==> config.mk <==
export PLATFORM = sky130hd
export DESIGN_NAME = interval_tick_timer
export DESIGN_NICKNAME = d
export VERILOG_FILES = /design/src/rtl/itt_pkg.sv /design/src/rtl/itt_prescaler.sv /design/src/rtl/itt_counter.sv /design/src/rtl/itt_regs.sv /design/src/rtl/interval_tick_timer.sv
export SDC_FILE = /design/constraint.sdc
export NUM_CORES = 1
export LEC_CHECK = 0
export ABC_AREA = 1
export CORE_MARGIN = 3
export CORE_UTILIZATION = 45
export DETAILED_ROUTE_END_ITERATION = 7
export DONT_BUFFER_PORTS = 1
export PLACE_DENSITY = 0.61
export SLEW_MARGIN = 20
export SYNTH_ARGS = -nofsm -noshare
export SYNTH_HDL_FRONTEND = slang
export SYNTH_HIERARCHICAL = 1
export SYNTH_SLANG_ARGS = --single-unit
==> constraint.sdc <==
create_clock -name clk -period 1.95 [get_ports clk]
set_input_delay 0.39 -clock clk [delete_from_list [all_inputs] [get_ports clk]]
set_output_delay 0.39 -clock clk [all_outputs]
set_load 0.03 [all_outputs]
==> src/rtl/itt_pkg.sv <==
// Shared constants for the interval tick timer: register offsets and
// mode-register bit positions. Assumes a 32-bit data bus.
package itt_pkg;
    localparam int OFS_MODE  = 'h0;   // interval, enable, interrupt enable
    localparam int OFS_STAT  = 'h4;   // sticky period flag
    localparam int OFS_VACK  = 'h8;   // count/value, acknowledging read
    localparam int OFS_VPEEK = 'hC;   // count/value, side-effect-free read
    localparam int BIT_EN    = 24;    // mode: counting enable
    localparam int BIT_IEN   = 25;    // mode: interrupt enable
    localparam int DIV_RATIO = 16;    // fixed prescale ratio
endpackage

==> src/rtl/itt_prescaler.sv <==
// Fixed-ratio clock divider for the tick timer. Emits a one-cycle tick
// every DIV cycles while run is high; returns to phase zero whenever run
// is low, so a restarted timer always sees a full first tick interval.
module itt_prescaler #(
    parameter int DIV = 16
) (
    input  logic clk,
    input  logic rst_n,
    input  logic run,
    output logic tick
);
    localparam int PW = (DIV > 1) ? $clog2(DIV) : 1;
    localparam logic [PW-1:0] LAST = PW'(DIV - 1);

    logic [PW-1:0] phase;

    // Phase counter: advances while running, parks at zero when stopped.
    always_ff @(posedge clk) begin
        if (!rst_n) begin
            phase <= '0;
        end else if (!run) begin
            phase <= '0;
        end else if (phase == LAST) begin
            phase <= '0;
        end else begin
            phase <= phase + 1'b1;
        end
    end

    assign tick = run && (phase == LAST);
endmodule

==> src/rtl/itt_counter.sv <==
// Interval counter. Steps once per tick from zero up to the interval value,
// then wraps to zero and flags the wrap. Keeps running after the enable
// drops until it sits at zero. Assumes tick is only high while run is high.
module itt_counter #(
    parameter int CNT_W = 20
) (
    input  logic             clk,
    input  logic             rst_n,
    input  logic             tick,
    input  logic             enable,
    input  logic [CNT_W-1:0] interval,
    output logic [CNT_W-1:0] value,
    output logic             run,
    output logic             wrap
);
    // Running while enabled, or until a disabled counter reaches zero.
    assign run  = enable || (value != '0);
    // Compare with >= so a lowered interval ends the period at the next tick.
    assign wrap = tick && (value >= interval);

    // Counter register: wrap to zero or step by one on each tick.
    always_ff @(posedge clk) begin
        if (!rst_n) begin
            value <= '0;
        end else if (wrap) begin
            value <= '0;
        end else if (tick) begin
            value <= value + 1'b1;
        end
    end
endmodule

==> src/rtl/itt_regs.sv <==
// Register file of the tick timer: mode register, sticky status flag,
// saturating period count, read decode and the acknowledging read.
// Assumes single-cycle accesses with combinational read data.
module itt_regs
    import itt_pkg::*;
#(
    parameter int CNT_W  = 20,
    parameter int PER_W  = 12,
    parameter int ADDR_W = 4,
    localparam int DATA_W = CNT_W + PER_W
) (
    input  logic              clk,
    input  logic              rst_n,
    input  logic [ADDR_W-1:0] addr,
    input  logic              wr_en,
    input  logic [DATA_W-1:0] wr_data,
    input  logic              rd_en,
    output logic [DATA_W-1:0] rd_data,
    input  logic              wrap,
    input  logic [CNT_W-1:0]  value,
    output logic [CNT_W-1:0]  interval,
    output logic              enable,
    output logic              irq_en,
    output logic              status,
    output logic [PER_W-1:0]  periods,
    output logic              ack
);
    localparam logic [PER_W-1:0] PER_MAX = {PER_W{1'b1}};
    localparam logic [ADDR_W-1:0] A_MODE  = ADDR_W'(OFS_MODE);
    localparam logic [ADDR_W-1:0] A_STAT  = ADDR_W'(OFS_STAT);
    localparam logic [ADDR_W-1:0] A_VACK  = ADDR_W'(OFS_VACK);
    localparam logic [ADDR_W-1:0] A_VPEEK = ADDR_W'(OFS_VPEEK);

    logic mode_wr;
    logic wr_unused;

    assign mode_wr   = wr_en && (addr == A_MODE);
    assign ack       = rd_en && (addr == A_VACK);
    assign wr_unused = ^{wr_data[DATA_W-1:BIT_IEN+1], wr_data[BIT_EN-1:CNT_W]};

    // Mode register: interval and the two enable bits, loaded on a write.
    always_ff @(posedge clk) begin
        if (!rst_n) begin
            interval <= '0;
            enable   <= 1'b0;
            irq_en   <= 1'b0;
        end else if (mode_wr) begin
            interval <= wr_data[CNT_W-1:0];
            enable   <= wr_data[BIT_EN];
            irq_en   <= wr_data[BIT_IEN];
        end
    end

    // Status flag: set by a wrap, cleared by an acknowledge; a wrap wins.
    always_ff @(posedge clk) begin
        if (!rst_n) begin
            status <= 1'b0;
        end else if (wrap) begin
            status <= 1'b1;
        end else if (ack) begin
            status <= 1'b0;
        end
    end

    // Period count: saturating increment per wrap, restarted by acknowledge.
    always_ff @(posedge clk) begin
        if (!rst_n) begin
            periods <= '0;
        end else if (wrap) begin
            if (ack) begin
                periods <= PER_W'(1);
            end else if (periods != PER_MAX) begin
                periods <= periods + 1'b1;
            end
        end else if (ack) begin
            periods <= '0;
        end
    end

    // Read decode: returns zero outside a read or at an unmapped offset.
    always_comb begin
        rd_data = '0;
        if (rd_en) begin
            case (addr)
                A_MODE: begin
                    rd_data[CNT_W-1:0] = interval;
                    rd_data[BIT_EN]    = enable;
                    rd_data[BIT_IEN]   = irq_en;
                end
                A_STAT:           rd_data[0] = status;
                A_VACK, A_VPEEK:  rd_data    = {periods, value};
                default:          rd_data    = '0;
            endcase
        end
    end
endmodule

==> src/rtl/interval_tick_timer.sv <==
// Top of the periodic interval timer. Connects the divider, the interval
// counter and the register file, and forms the level interrupt.
// Assumes DATA_W (count + value width) is wide enough for the mode bits.
module interval_tick_timer
    import itt_pkg::*;
#(
    parameter int CNT_W  = 20,
    parameter int PER_W  = 12,
    parameter int ADDR_W = 4,
    localparam int DATA_W = CNT_W + PER_W
) (
    input  logic              clk,
    input  logic              rst_n,
    input  logic [ADDR_W-1:0] addr,
    input  logic              wr_en,
    input  logic [DATA_W-1:0] wr_data,
    input  logic              rd_en,
    output logic [DATA_W-1:0] rd_data,
    output logic              irq
);
    logic             tick;
    logic             run;
    logic             wrap;
    logic             ack;
    logic             enable;
    logic             irq_en;
    logic             status;
    logic [PER_W-1:0] periods;
    logic [CNT_W-1:0] value;
    logic [CNT_W-1:0] interval;

    itt_prescaler #(
        .DIV (DIV_RATIO)
    ) u_presc (
        .clk   (clk),
        .rst_n (rst_n),
        .run   (run),
        .tick  (tick)
    );

    itt_counter #(
        .CNT_W (CNT_W)
    ) u_cnt (
        .clk      (clk),
        .rst_n    (rst_n),
        .tick     (tick),
        .enable   (enable),
        .interval (interval),
        .value    (value),
        .run      (run),
        .wrap     (wrap)
    );

    itt_regs #(
        .CNT_W  (CNT_W),
        .PER_W  (PER_W),
        .ADDR_W (ADDR_W)
    ) u_regs (
        .clk      (clk),
        .rst_n    (rst_n),
        .addr     (addr),
        .wr_en    (wr_en),
        .wr_data  (wr_data),
        .rd_en    (rd_en),
        .rd_data  (rd_data),
        .wrap     (wrap),
        .value    (value),
        .interval (interval),
        .enable   (enable),
        .irq_en   (irq_en),
        .status   (status),
        .periods  (periods),
        .ack      (ack)
    );

    // Level interrupt: pending flag gated by the interrupt enable.
    assign irq = status && irq_en;
endmodule

# Word-level counts from Yosys, hierarchy flattened
# Index checks and enable logic that the tools add are counted.
totals:
  register_bits: 59
  in_bits: 40
  out_inout_bits: 33
  wordCells: 44
op_classes:
  n_addsub: 3
  magnitude_cmp: 1
  eq_ne: 5
  mux: 12
  n_bitwise: 2
  reduce_logical: 14
ops:
  columns: ["op", "count"]
  rows:
  - ["$mux 12", 4]
  - ["$pmux 19 s2", 1]
  - ["$mux 32", 1]
  - ["$add 20x1->20 const B", 1]
  - ["$ge 20x20->1", 1]
  - ["$reduce_bool 20->1", 1]
  - ["$add 12x1->12 const B", 1]
  - ["$eq 4x4->1 const B", 3]
  - ["$ne 12x12->1 const B", 1]
  - ["$mux 6", 1]
  - ["$logic_and 1x1->1", 5]
  - ["$add 4x1->4 const B", 1]
  - ["$eq 4x3->1 const B", 1]
  - ["$logic_not 4->1", 1]
  - ["$mux 4", 1]
  - ["$pmux 2 s2", 1]
  - ["$reduce_bool 2->1", 2]
  - ["$reduce_or 2->1", 2]
  - ["$pmux 1 s3", 1]
  - ["$reduce_or 3->1", 1]
  - ["$mux 1", 2]
  - ["$not 1->1", 2]
  - ["$reduce_and 2->1", 1]
  - ["$logic_or 1x1->1", 1]

# Longest topological paths before layout
depth:
  ltp_word: 6
  depth_mapped: 19
  mapped_depth_nobuf: 19

# Hierarchy
# Netlist, hierarchy kept.
modules_own_cells:
  columns: ["mod", "n_inst", "cells_per_inst", "area_each_um2", "seq_area_each_um2"]
  rows:
  - ["itt_regs", 1, 340, 2098.3, 700.7]
  - ["itt_counter", 1, 251, 1652.8, 400.4]
  - ["itt_prescaler", 1, 21, 173.9, 80.1]
  - ["interval_tick_timer", 1, 2, 7.5, 0.0]

# Worst setup path before layout
# Ideal clock, no wire load.
synth_path:
  path_type: "flip-flop to flip-flop"
  from: "register u_regs.interval[19]"
  to: "register u_regs.periods[10]"
  setup_ns: 0.113
  arrival_time_ns: 1.861
  required_ns: 1.837
  slack_ns: -0.024
  stages_incl_launch_ff: 17
  n_path_buf: 1
  period_less_slack_ns: 1.974
  path_cell_list: "dfxtp_1 inv_1 ha_1 nand2_1 nor2_1 nand2_1 nor2_1 nand2_1 nand4_1 nand2_1 inv_1 inv_1 nand2_4 nand2_2 buf_6 nor2_1 nor2_1"
synth_between:
  elab_chain_cells: 4
  word_cells_on_any_way: 5
  cone_classes: "order compare (1); mux (1); reduce/logical (3)"
synth_rtl:
  columns: ["element", "line_no", "text"]
  rows:
  - ["start: declaration", "itt_regs.sv:21", "output logic [CNT_W-1:0] interval,"]
  - ["start signal: assignment", "itt_regs.sv:48", "interval <= wr_data[CNT_W-1:0];"]
  - ["$ge 20x20->1 (*)", "itt_counter.sv:19", "assign wrap = tick && (value >= interval);"]
  - ["$logic_and 1x1->1 (*)", "itt_counter.sv:19", null]
  - ["named net wrap", "interval_tick_timer.sv:23", "logic wrap;"]
  - ["$reduce_bool 2->1 (no source line)", null, null]
  - ["$reduce_and 2->1 (no source line)", null, null]
  - ["end signal: assignment", "itt_regs.sv:73", "periods <= periods + 1'b1;"]
  - ["end: declaration", "itt_regs.sv:25", "output logic [PER_W-1:0] periods,"]
# The timed path passes the listed nets; every way through them passes the cells marked *.
# A chain may end at the register's enable or synchronous reset.

# Final worst setup path
layout_path:
  from: "register u_cnt.value[1]"
  to: "register u_cnt.value[18]"
layout_between:
  elab_chain_cells: 5
  word_cells_on_any_way: 7
  cone_classes: "add/sub (1); order compare (1); reduce/logical (5)"
layout_rtl:
  columns: ["element", "line_no", "text"]
  rows:
  - ["start: declaration", "itt_counter.sv:12", "output logic [CNT_W-1:0] value,"]
  - ["start signal: assignment", "itt_counter.sv:28", "value <= value + 1'b1;"]
  - ["$reduce_bool 20->1 (*)", "itt_counter.sv:17", "assign run = enable || (value != '0);"]
  - ["$logic_or 1x1->1 (*)", "itt_counter.sv:17", null]
  - ["named net run", "interval_tick_timer.sv:22", "logic run;"]
  - ["$logic_and 1x1->1 (*)", "itt_prescaler.sv:30", "assign tick = run && (phase == LAST);"]
  - ["named net tick", "interval_tick_timer.sv:21", "logic tick;"]
  - ["$logic_and 1x1->1", "itt_counter.sv:19", null]
  - ["$reduce_or 2->1 (no source line)", null, null]
# Marked as above.

==> results by group <==
Status
  • Run status: finished with violations
  • Violations in the final reports: setup timing

Timing
  • Post-route setup slack: -109 ps
  • Hold Vio Cnt, Final: 0
  • Setup violators final: 12
  • Worst Hold Margin: 162 ps
  • Final max-slew violation count: 0
  • Setup repair after global routing missed its margin: true
  • Tightest Pin Transition: 481 ps
  • Final critical delay including setup and external delays: 2060 ps
  • Post-route clock period utilization: 106%
  • Relative slew slack: about 68%
  • Setup Skew: approximately 11 ps
  • Fmax: 0.486 GHz

Power and ir drop
  • Leakage component of the power: 2.34 nW
  • Max IR drop VDD: around 300 uV
  • Power density cells: 448 mW/mm2
  • Total power consumption of the routed design: about 2.5 mW

Yosys
  • Yosys cell types: 29
  • Number of warnings issued by yosys: 6
  • Flip-flop and latch count after synthesis: ~60
  • Yosys top cell by area: dfxtp_1
  • Gate Count Post-Synth: about 610
  • Dominant register cell in the synthesized netlist: dfxtp_1
  • Portion of the post-synthesis area used by sequential elements: between 30% and 40%
  • Portion of synthesized cell area occupied by the leading cell type: 30.0%
  • Synthesized cell area: slightly below 0.004 mm2
  • Synthesized netlist net count: about 680
  • Post-synth EDFFs: 0
  • Average footprint of a synthesized cell: roughly 6.4 um2
  • Synth async-reset ratio: 0%
  • Synth area leaders: dfxtp_1, nand2_1, nand3_1

Cells and area
  • Most common cell after layout, fill and taps aside: nand2_1
  • Commonest cells after routing, fill and taps aside: nand2_1, buf_4, inv_1
  • Finished Core Util: approximately 66%
  • # nets final: just under 800
  • Fraction of layout cells with a size suffix above 1: between 30 and 40%
  • Area growth from synthesis to layout: 39.2%
  • Antenna cells: 0
  • Count of placed standard cells in the final layout, fillers left out: 823

Route
  • Remaining design rule violation count: 0
  • Vias per cell: slightly above 5
  • Post-Route WL: 11800 um
  • Final routed wire length divided by cell count: approximately 14 um
  • Total number of vias: between 4000 and 5000
  • Count of routing violations after the opening detailed-route iteration: between 150 and 200
  • Count of TritonRoute iterations in the first routing pass: 5
  • Antenna Violating Nets Remaining: 0

Die
  • Die Y: a little under 100 um
  • Placeable core area: roughly 0.0083 mm2
  • Effective utilization at floorplan: 47.1%
  • IO Count: 73
  • Die Wd: approximately 99 um
  • Area of the die: ~0.0099 mm2
  • Count of standard-cell rows: 33

Global route
  • Overflow after GRT: 0
  • Number of antenna violations at the first check in global routing: 0
  • Tot GR Track Use: between 20 and 25%
  • Vias in the first global route: around 4000
  • Pin count of the biggest net entering global routing: 26
  • First-pass GRT wire length: about 20000 um

Clock tree
  • Clock tree from TritonCTS: built
  • Clock transition at the registers of the reported paths: 70 ps
  • Clock latency on the worst-skew pair: ~350 ps
  • CTS Hold Buffers Added: 0
  • Maximum root-to-sink buffer count: 2
  • CTS HTree Levels: 3
  • Root buf cell: clkbuf_8
  • TritonCTS sink count: 59
  • Number of CTS-inserted buffers: 9

Critical path
  • Crit path buffers/inverters: 3
  • Data arrival time at the worst-slack endpoint: about 2300 ps
  • Top fanout value on the critical path: 4
  • Gate family responsible for the most delay along the worst path: simple AND/OR/NAND/NOR gates
  • Worst EP required: 2230 ps
  • Critical Path Start: u_cnt/value[1]$_SDFFE_PP0P_
  • Worst path max stage delay: about 340 ps
  • Worst path cell trace: inv_2, ha_4, nand2_4, nor3_4, nand4_1, inv_1, nor2_1, buf_4, nand3_4, nor3_4, nand3_2, nor2_2, nand3_1, nand2_1, nand2_1, nor2_2
  • Source of the worst register-to-register timing path: u_cnt/value[1]$_SDFFE_PP0P_
  • CP Class: flop to flop
  • Slowest cell on the critical path: dfxtp_2
  • Kind of end point of the critical path: flop
  • Critical Path Start Type: flop

Job
  • Max Cap Violations: 0

Placement
  • Total placed cells including tap cells: 800
  • Count of input and output buffers: 0
  • Final weighted congestion in routability-driven placement: ~0.87
  • HPWL after DPL: about 8300 um

Hold path
  • Launch point of the worst hold path: rst_n
  • Worst min path class: input port to flop
-- worst reg2reg max path, stage by stage, from the launching register on --
cell,delay (ps)
dfxtp_2,340
inv_2,50
ha_4,150
nand2_4,60
nor3_4,40
nand4_1,120
inv_1,60
nor2_1,130
buf_4,180
nand3_4,80
nor3_4,260
nand3_2,140
nor2_2,130
nand3_1,70
nand2_1,60
nand2_1,50
nor2_2,60
-- timing repair --
item	4_1_cts	5_1_grt
buffers inserted	8	5
pin swaps	32	38
gates resized for setup	64	50
endpoints found under the setup margin	21	33
-- metrics by stage --
stage | setup WS [ps] | area, um2 | setup TNS, ps
floorplan | 1.42 | 3940 | 0
finish | -109 | 5480 | -715
global route | -239 | 5480 | -3950
global placement | -160 | 4790 | -1690
CTS | 0.760 | 5270 | 0
detailed placement | -191 | 4790 | -2140
-- sequential cells by signal, indices dropped and copies added, names as in the netlist --
signal           flops
u_regs/irq_en        1
u_regs/interval     20
u_regs/status        1
u_cnt/value         20
u_regs/periods      12
u_presc/phase        4
u_regs/enable        1
-- logic make-up after synthesis --
group | Yosys count | share of synthesized area, %
xor+xnor | 16 | 3.56
compound gates | 66 | 8.62
flops | 59 | 30.0
simple gates | 343 | 39.2
fa+ha+maj | 24 | 7.64
buf+inv | 106 | 10.9
-- worst paths after layout --
check	end	cells past startpoint	slack, ps
setup reg to reg	u_cnt/value[18]$_SDFFE_PP0P_	16	-110
hold reg to reg	u_presc/phase[0]$_SDFF_PP0_	1	460
hold / removal	u_regs/periods[7]$_SDFFE_PN0P_	2	160
setup / recovery	u_cnt/value[18]$_SDFFE_PP0P_	16	-110
-- metal layers --
| layer | vias to the layer above | wire [um] | global-route usage (%) |
|---|---|---|---|
| met5 | - | 0 | 0 |
| met4 | 0 | 218 | 10.3 |
| met3 | 16 | 686 | 3.51 |
| met2 | 122 | 5660 | 40.0 |
| met1 | 1960 | 5240 | 31.6 |
| li1 | 2168 | - | - |
-- power by group --
part	total, mW	internal (mW)	switching, mW
clock	1.09	0.581	0.506
combinational	0.150	0.0570	0.0934
sequential	1.21	1.21	0.00535
-- area by class of cell --
cell class,instances,area (um2)
inverter,82,310
clock buffer,12,135
clock inverter,3,40.0
tap,105,131
sequential,59,1220
multi-input combinational,449,2700
timing repair buffer,113,936
fill,769,2870
-- synthesized netlist by cell type (2+ instances only) --
library cell	instances
nand2_1	161
inv_1	81
nand3_1	66
nor2_1	63
a21oi_1	62
dfxtp_1	59
ha_1	24
nand4_1	15
clkbuf_1	13
nor3_1	12
xor2_1	11
buf_2	7
nor2_2	6
nand2_2	5
nand3_2	5
xnor2_1	5
nor2_4	3
nor4_1	3
buf_4	2
buf_6	2
No activity file was read; power rests on OpenSTA's default activity.
